### config.mk
export PLATFORM = sky130hd
export DESIGN_NAME = clocked_serial_rx
export DESIGN_NICKNAME = d
export VERILOG_FILES = /design/src/rtl/csrx_pkg.sv /design/src/rtl/csrx_clkgen.sv /design/src/rtl/csrx_shifter.sv /design/src/rtl/csrx_flags.sv /design/src/rtl/clocked_serial_rx.sv
export SDC_FILE = /design/constraint.sdc
export NUM_CORES = 1
export LEC_CHECK = 0
export ABC_CLOCK_PERIOD_IN_PS = 2300
export BUFFER_PORTS_ARGS = -buffer_cell sky130_fd_sc_hd__buf_4
export CAP_MARGIN = 0
export CORE_MARGIN = 3
export CORE_UTILIZATION = 43
export CTS_CLUSTER_DIAMETER = 200
export DETAILED_ROUTE_END_ITERATION = 7
export PLACE_DENSITY = 0.75
export SYNTH_ARGS = -nofsm -noshare
export SYNTH_HDL_FRONTEND = slang
export SYNTH_HIERARCHICAL = 1
export SYNTH_SLANG_ARGS = --single-unit
### constraint.sdc
create_clock -name clk -period 2.3 [get_ports clk]
set_clock_uncertainty 0.15 [all_clocks]
set_input_delay 0.46 -clock clk [delete_from_list [all_inputs] [get_ports clk]]
set_output_delay 0.46 -clock clk [all_outputs]
set_load 0.02 [all_outputs]
### src/rtl/csrx_pkg.sv
package csrx_pkg;
  parameter int unsigned DATA_W = 8;
  localparam int unsigned IDX_W = $clog2(DATA_W);
  localparam int unsigned CNT_W = $clog2(DATA_W + 2);

  typedef logic [DATA_W-1:0] data_t;

  typedef struct packed {
    data_t data;
    logic  pbit;
    logic  sbit;
  } frame_t;

  // Index of the final bit in a frame for the chosen options
  function automatic logic [CNT_W-1:0] last_index(input logic p_on, input logic s_on);
    return CNT_W'(DATA_W - 1) + CNT_W'(p_on) + CNT_W'(s_on);
  endfunction

  // True when data plus parity bit do not give the requested sense
  function automatic logic parity_bad(input data_t d, input logic pbit, input logic odd);
    return ((^d) ^ pbit) != odd;
  endfunction
endpackage

### src/rtl/csrx_clkgen.sv
module csrx_clkgen #(
  parameter int unsigned CLK_DIV = 4
) (
  input  logic clk,
  input  logic rst_n,
  input  logic ext_sel,
  input  logic run,
  input  logic sclk_in,
  output logic sclk_out,
  output logic bit_tick
);
  localparam int unsigned DIV_W = $clog2(CLK_DIV + 1);

  logic [DIV_W-1:0] div_cnt;
  logic             sclk_q;
  logic             int_tick;
  logic [2:0]       sync_q;
  logic             int_run;
  logic             ext_rise;

  assign int_run = run & ~ext_sel;

  always_ff @(posedge clk or negedge rst_n) begin
    if (!rst_n) begin
      div_cnt  <= '0;
      sclk_q   <= 1'b0;
      int_tick <= 1'b0;
    end else if (!int_run) begin
      div_cnt  <= '0;
      sclk_q   <= 1'b0;
      int_tick <= 1'b0;
    end else begin
      int_tick <= 1'b0;
      if (div_cnt == DIV_W'(CLK_DIV - 1)) begin
        div_cnt  <= '0;
        sclk_q   <= ~sclk_q;
        int_tick <= ~sclk_q;
      end else begin
        div_cnt <= div_cnt + 1'b1;
      end
    end
  end

  always_ff @(posedge clk or negedge rst_n) begin
    if (!rst_n) sync_q <= 3'b111;
    else        sync_q <= {sync_q[1:0], sclk_in};
  end

  assign ext_rise = sync_q[1] & ~sync_q[2];
  assign sclk_out = sclk_q;
  assign bit_tick = ext_sel ? (ext_rise & run) : int_tick;

  AST_SCLK_IDLE: assert property (@(posedge clk) disable iff (!rst_n)
    !int_run |=> !sclk_out);
  AST_TICK_SINGLE: assert property (@(posedge clk) disable iff (!rst_n)
    bit_tick |=> !bit_tick);
endmodule

### src/rtl/csrx_shifter.sv
module csrx_shifter
  import csrx_pkg::*;
(
  input  logic   clk,
  input  logic   rst_n,
  input  logic   en,
  input  logic   tick,
  input  logic   sdata,
  input  logic   par_en,
  input  logic   stop_en,
  output frame_t frame,
  output logic   done
);
  logic [CNT_W-1:0] idx;
  logic [CNT_W-1:0] last;

  assign last = last_index(par_en, stop_en);

  always_ff @(posedge clk or negedge rst_n) begin
    if (!rst_n) begin
      idx   <= '0;
      frame <= '0;
      done  <= 1'b0;
    end else if (!en) begin
      idx   <= '0;
      frame <= '0;
      done  <= 1'b0;
    end else begin
      done <= 1'b0;
      if (tick) begin
        if (idx < CNT_W'(DATA_W))
          frame.data[idx[IDX_W-1:0]] <= sdata;
        else if (idx == CNT_W'(DATA_W) && par_en)
          frame.pbit <= sdata;
        else
          frame.sbit <= sdata;
        if (idx == last) begin
          idx  <= '0;
          done <= 1'b1;
        end else begin
          idx <= idx + 1'b1;
        end
      end
    end
  end

  AST_HALT_CLEARS: assert property (@(posedge clk) disable iff (!rst_n)
    !en |=> (idx == '0) && !done);
  AST_IDX_BOUND: assert property (@(posedge clk) disable iff (!rst_n)
    $stable(par_en) && $stable(stop_en) |-> idx <= last);
endmodule

### src/rtl/csrx_flags.sv
module csrx_flags
  import csrx_pkg::*;
(
  input  logic   clk,
  input  logic   rst_n,
  input  logic   done,
  input  frame_t frame,
  input  logic   par_en,
  input  logic   par_odd,
  input  logic   stop_en,
  input  logic   clr_full,
  input  logic   clr_ovr,
  input  logic   clr_fer,
  input  logic   clr_per,
  output data_t  data_q,
  output logic   full,
  output logic   ovr,
  output logic   fer,
  output logic   per,
  output logic   lock
);
  logic  ev_ovr, ev_per, ev_fer, ev_load, ev_err, all_clear;
  data_t fr_data;

  assign fr_data   = frame.data;
  assign ev_ovr    = done & full;
  assign ev_per    = done & ~full & par_en & parity_bad(frame.data, frame.pbit, par_odd);
  assign ev_fer    = done & ~full & stop_en & ~frame.sbit;
  assign ev_load   = done & ~full & ~ev_per & ~ev_fer;
  assign ev_err    = ev_ovr | ev_per | ev_fer;
  assign all_clear = ~full & ~ovr & ~fer & ~per;

  always_ff @(posedge clk or negedge rst_n) begin
    if (!rst_n) begin
      data_q <= '0;
      full   <= 1'b0;
      ovr    <= 1'b0;
      fer    <= 1'b0;
      per    <= 1'b0;
      lock   <= 1'b0;
    end else begin
      if (ev_load) data_q <= frame.data;
      if (ev_load)       full <= 1'b1;
      else if (clr_full) full <= 1'b0;
      if (ev_ovr)        ovr <= 1'b1;
      else if (clr_ovr)  ovr <= 1'b0;
      if (ev_fer)        fer <= 1'b1;
      else if (clr_fer)  fer <= 1'b0;
      if (ev_per)        per <= 1'b1;
      else if (clr_per)  per <= 1'b0;
      if (ev_err)         lock <= 1'b1;
      else if (all_clear) lock <= 1'b0;
    end
  end

  AST_LOAD_FREE: assert property (@(posedge clk) disable iff (!rst_n)
    done && !full && !ev_per && !ev_fer |=> full && data_q == $past(fr_data));
  AST_OVR_HOLD: assert property (@(posedge clk) disable iff (!rst_n)
    done && full |=> full && ovr && $stable(data_q));
  AST_LOCK_HOLDS: assert property (@(posedge clk) disable iff (!rst_n)
    lock && !all_clear |=> lock);
  AST_PAR_KEEP: assert property (@(posedge clk) disable iff (!rst_n)
    ev_per |=> per && $stable(data_q) && !full);
  AST_STOP_KEEP: assert property (@(posedge clk) disable iff (!rst_n)
    ev_fer |=> fer && $stable(data_q) && !full);
  AST_FULL_STICKY: assert property (@(posedge clk) disable iff (!rst_n)
    full && !clr_full |=> full);
endmodule

### src/rtl/clocked_serial_rx.sv
module clocked_serial_rx
  import csrx_pkg::*;
#(
  parameter int unsigned CLK_DIV = 4
) (
  input  logic              clk,
  input  logic              rst_n,
  input  logic              rx_en,
  input  logic              ext_sel,
  input  logic              sclk_in,
  output logic              sclk_out,
  input  logic              sdata_in,
  input  logic              par_en,
  input  logic              par_odd,
  input  logic              stop_en,
  input  logic              rie,
  input  logic              clr_full,
  input  logic              clr_ovr,
  input  logic              clr_fer,
  input  logic              clr_per,
  output logic [DATA_W-1:0] rd_data,
  output logic              full,
  output logic              ovr,
  output logic              fer,
  output logic              per,
  output logic              irq_rx,
  output logic              irq_err
);
  logic   lock, run, bit_tick, frame_done;
  frame_t frame;

  assign run = rx_en & ~lock;

  csrx_clkgen #(.CLK_DIV(CLK_DIV)) clkgen_i (
    .clk(clk), .rst_n(rst_n), .ext_sel(ext_sel), .run(run),
    .sclk_in(sclk_in), .sclk_out(sclk_out), .bit_tick(bit_tick)
  );

  csrx_shifter shifter_i (
    .clk(clk), .rst_n(rst_n), .en(run), .tick(bit_tick), .sdata(sdata_in),
    .par_en(par_en), .stop_en(stop_en), .frame(frame), .done(frame_done)
  );

  csrx_flags flags_i (
    .clk(clk), .rst_n(rst_n), .done(frame_done), .frame(frame),
    .par_en(par_en), .par_odd(par_odd), .stop_en(stop_en),
    .clr_full(clr_full), .clr_ovr(clr_ovr), .clr_fer(clr_fer), .clr_per(clr_per),
    .data_q(rd_data), .full(full), .ovr(ovr), .fer(fer), .per(per), .lock(lock)
  );

  assign irq_rx  = rie & full;
  assign irq_err = rie & (ovr | fer | per);

  AST_RX_IRQ_RISE: assert property (@(posedge clk) disable iff (!rst_n)
    $rose(full) && rie |-> irq_rx);
  AST_ERR_IRQ_RISE: assert property (@(posedge clk) disable iff (!rst_n)
    $rose(ovr) && rie |-> irq_err);
endmodule

==> results_dict.tcl <==
set metrics [dict create \
    status "finished clean" \
    worst_pin_slew_ns 0.469 \
    first_pass_iters 4 \
    core_um2 3850 \
    fin_util_pct 57.7 \
    drive_above_1_share_pct 31.3 \
    ys_ff_latch 36 \
    rsz0062_at_grt "true" \
    dp_hpwl_um 2740 \
    ant_nets 0 \
    path_clk_slew_ns 0.07 \
    critPathLaunchType "flop" \
    regToRegSetupSlack_ns 0.03 \
    setup_tns_ns 0 \
    cp_max_fo 4 \
    drt_iter0_drc 82 \
    cts_buffer_depth 2 \
    r2r_start "shifter_i/frame[7]" \
    synth_cell_types 41 \
    die_w_um 70.8 \
    routed-via-count 1345 \
    cp.arrival_ns 2.30 \
    maxCapViolations 0 \
    worstSetupEndpointType "flop" \
    multi_input_area_um2 825 \
    register_area_um2 905 \
    first_global_vias 1356 \
    path_class "flop to flop" \
    syn_area_um2 1800 \
    period_minus_slack_ns 2.27 \
    cts_sinks 36 \
    cts_root_buffer "clkbuf_8" \
    ir_drop_mv 0.232 \
    ys_seq_area_share_pct 50.1 \
    finalSetupViolations 0 \
    power.leakage_nw 1.05 \
    power_density_nw_per_um2 515 \
    slowest_stage "xnor3_1" \
    routed_wl_um 3720 \
    fmax_mhz 441 \
    timing.critical_path.required_ns 2.33 \
    routedWlPerCell_um 14.9 \
    grt-ovfl-total 0 \
    period_share_pct 98.6 \
    min_from "sclk_in" \
    viasPerCell 5.40 \
    slew_viol_final 0 \
    worst_hold_slack_ns 0.129 \
    chipHeight_um 70.8 \
    grt_first_pass_wirelength_um 6290 \
    path_common_cell "xnor2_1" \
    ff2ff_path_depth 6 \
    cts_tree "yes" \
    syn_inst 161 \
    final_nets 218 \
    portBuffers 28 \
    startpoint "shifter_i/frame[7]" \
    cp_cell_sequence "xnor2_1 > xnor3_1 > xnor2_1 > a2111o_1 > buf_4 > mux2_4" \
    min_path_type "input port to flop" \
    cts-buffers-inserted 5 \
    areaGrowthSynthToFinish_pct 23.2 \
    max_slew_margin_pct 68.7 \
    diodes 0 \
    finalWeightedCongestion 0.780 \
    hold_viol 0 \
    grt_max_degree 37 \
    fillerInstances 319 \
    endpoint "flags_i/data_q[4]" \
    antenna_found_initial 0 \
    track_usage_pct 16.0 \
    finalPower_w 0.00114 \
    dieArea_um2 5010 \
    cts_max_level 2 \
    clk_latency_ns 0.29 \
    io_pins 29 \
    r2r_end "flags_i/data_q[4]" \
    drcViolationCount 0 \
    start_util_pct 46.8 \
    rows 22 \
    synthesis.nets 179 \
    syn_area_per_cell_um2 11.2 \
    critical_path.max_stage_delay_ns 0.42 \
    ys_warn_count 6 \
]
how the worst min path moves through the flow:
stage	end	slack (ns)	cells past startpoint
4_1_cts	clkgen_i/sync_q[0]	0.12	1
3_3_place_gp	clkgen_i/sync_q[2]	0.20	0
3_5_place_dp	clkgen_i/sync_q[1]	0.20	0
2_1_floorplan	clkgen_i/div_cnt[0]	0.01	0
6_report	clkgen_i/sync_q[0]	0.13	1
5_1_grt	clkgen_i/sync_q[0]	0.13	1
placed cells by master, fill, tap and decap left out, drive strengths merged, types with 5 or more instances in the layout:
cell type  count
nor2           5
a21oi         10
clkbuf         7
xnor2          8
inv           12
buf           39
o21ai         13
dfrtp         33
mux2           8
nand3          9
state kept, by name, summed over array words and instances (netlist names):
register,count
clkgen_i/div_cnt,3
clkgen_i/int_tick,1
shifter_i/done,1
flags_i/per,1
flags_i/ovr,1
flags_i/full,1
clkgen_i/sync_q,3
shifter_i/frame,10
shifter_i/idx,4
flags_i/lock,1
flags_i/data_q,8
flags_i/fer,1
clkgen_i/sclk_out,1
cell usage after synthesis:
cell / n / share of area, %
dfrtp_1: 33 / 46
o21ai_0: 13 / 3.6
inv_1: 12 / 2.5
a21oi_1: 10 / 2.8
nand3_1: 9 / 2.5
mux2_4: 8 / 6.7
xnor2_1: 8 / 3.9
clkbuf_1: 7 / 1.5
ha_1: 4 / 2.8
nand2_1: 4 / 0.83
nand4_1: 4 / 1.4
nor2_1: 4 / 0.83
nor2b_1: 4 / 1.4
dfstp_2: 3 / 4.4
nand4b_1: 3 / 1.5
a22o_1: 2 / 0.97
a32o_1: 2 / 1.1
and4b_1: 2 / 1.1
mux2i_1: 2 / 1.1
nand2b_1: 2 / 0.69
nand2b_4: 2 / 1.5
nor3_1: 2 / 0.55
nor3b_2: 2 / 1.4
o31ai_1: 2 / 0.83
a2111o_1: 1 / 0.62
a211oi_1: 1 / 0.42
a21o_1: 1 / 0.42
and2_1: 1 / 0.35
and3_1: 1 / 0.35
and3b_1: 1 / 0.49
buf_6: 1 / 0.62
nand3b_1: 1 / 0.42
nor2_2: 1 / 0.35
nor3b_1: 1 / 0.42
o22ai_1: 1 / 0.35
o31a_1: 1 / 0.49
o41ai_1: 1 / 0.49
or3b_2: 1 / 0.49
or4b_1: 1 / 0.55
xnor3_1: 1 / 1.2
xor2_1: 1 / 0.49
critical path: cells and delay by family (launching register included):
family | cells | cell delay, ns
buffers and inverters | 1 | 0.18
xor gates and xnor gates | 3 | 0.73
AOI/OAI and AO/OA | 1 | 0.41
muxes | 1 | 0.29
DFF | 1 | 0.40
timing repair:
item	4_1_cts	5_1_grt
resized for setup	2	1
gates cloned	1	0
setup endpoints to repair	8	8
hold buffers	1	0
endpoints found under the hold margin	33	0
pin swaps	3	1
setup buffers	2	2
metal layers:
metal / GRT usage (%) / up-vias / part of all wire, %
li1: - / 651 / -
met5: 0 / - / 0
met1: 19.1 / 654 / 43
met4: 6.68 / 0 / 1.6
met2: 27.0 / 35 / 50
met3: 4.55 / 5 / 5.2
stage by stage:
stage	worst slack (ns)	instance area, um2	cells
3_5_place_dp	-0.156	2080	235
4_1_cts	0.00338	2200	247
5_1_grt	-0.0442	2220	249
3_3_place_gp	-0.0869	2080	235
6_report	0.0323	2220	249
2_1_floorplan	0.0776	1800	161
logic make-up after synthesis:
| logic type | count (synthesis) | synth area share [%] |
|---|---|---|
| buffers and inverters | 20 | 4.58 |
| XOR/XNOR | 10 | 5.62 |
| AO/OA/AOI/OAI | 35 | 12.1 |
| multiplexers | 10 | 7.77 |
| flip-flops | 36 | 50.1 |
| adder cells (fa/ha/maj) | 4 | 2.77 |
| AND/OR/NAND/NOR | 46 | 17.1 |
where the power goes:
group,internal (W),switching [W]
registers,0.000641,0.00000475
logic,0.0000321,0.0000404
clock network,0.000212,0.000214
total,0.000885,0.000259
cell type report:
class	count	share of cell area, %
flip-flops and latches	36	40.7
multi-input cells	105	37.1
repair buffers	40	13.8
clock buffers	7	3.43
well taps	48	2.70
inverters	12	2.03
clock inverters	1	0.225
(Power assumes the default switching activity.)
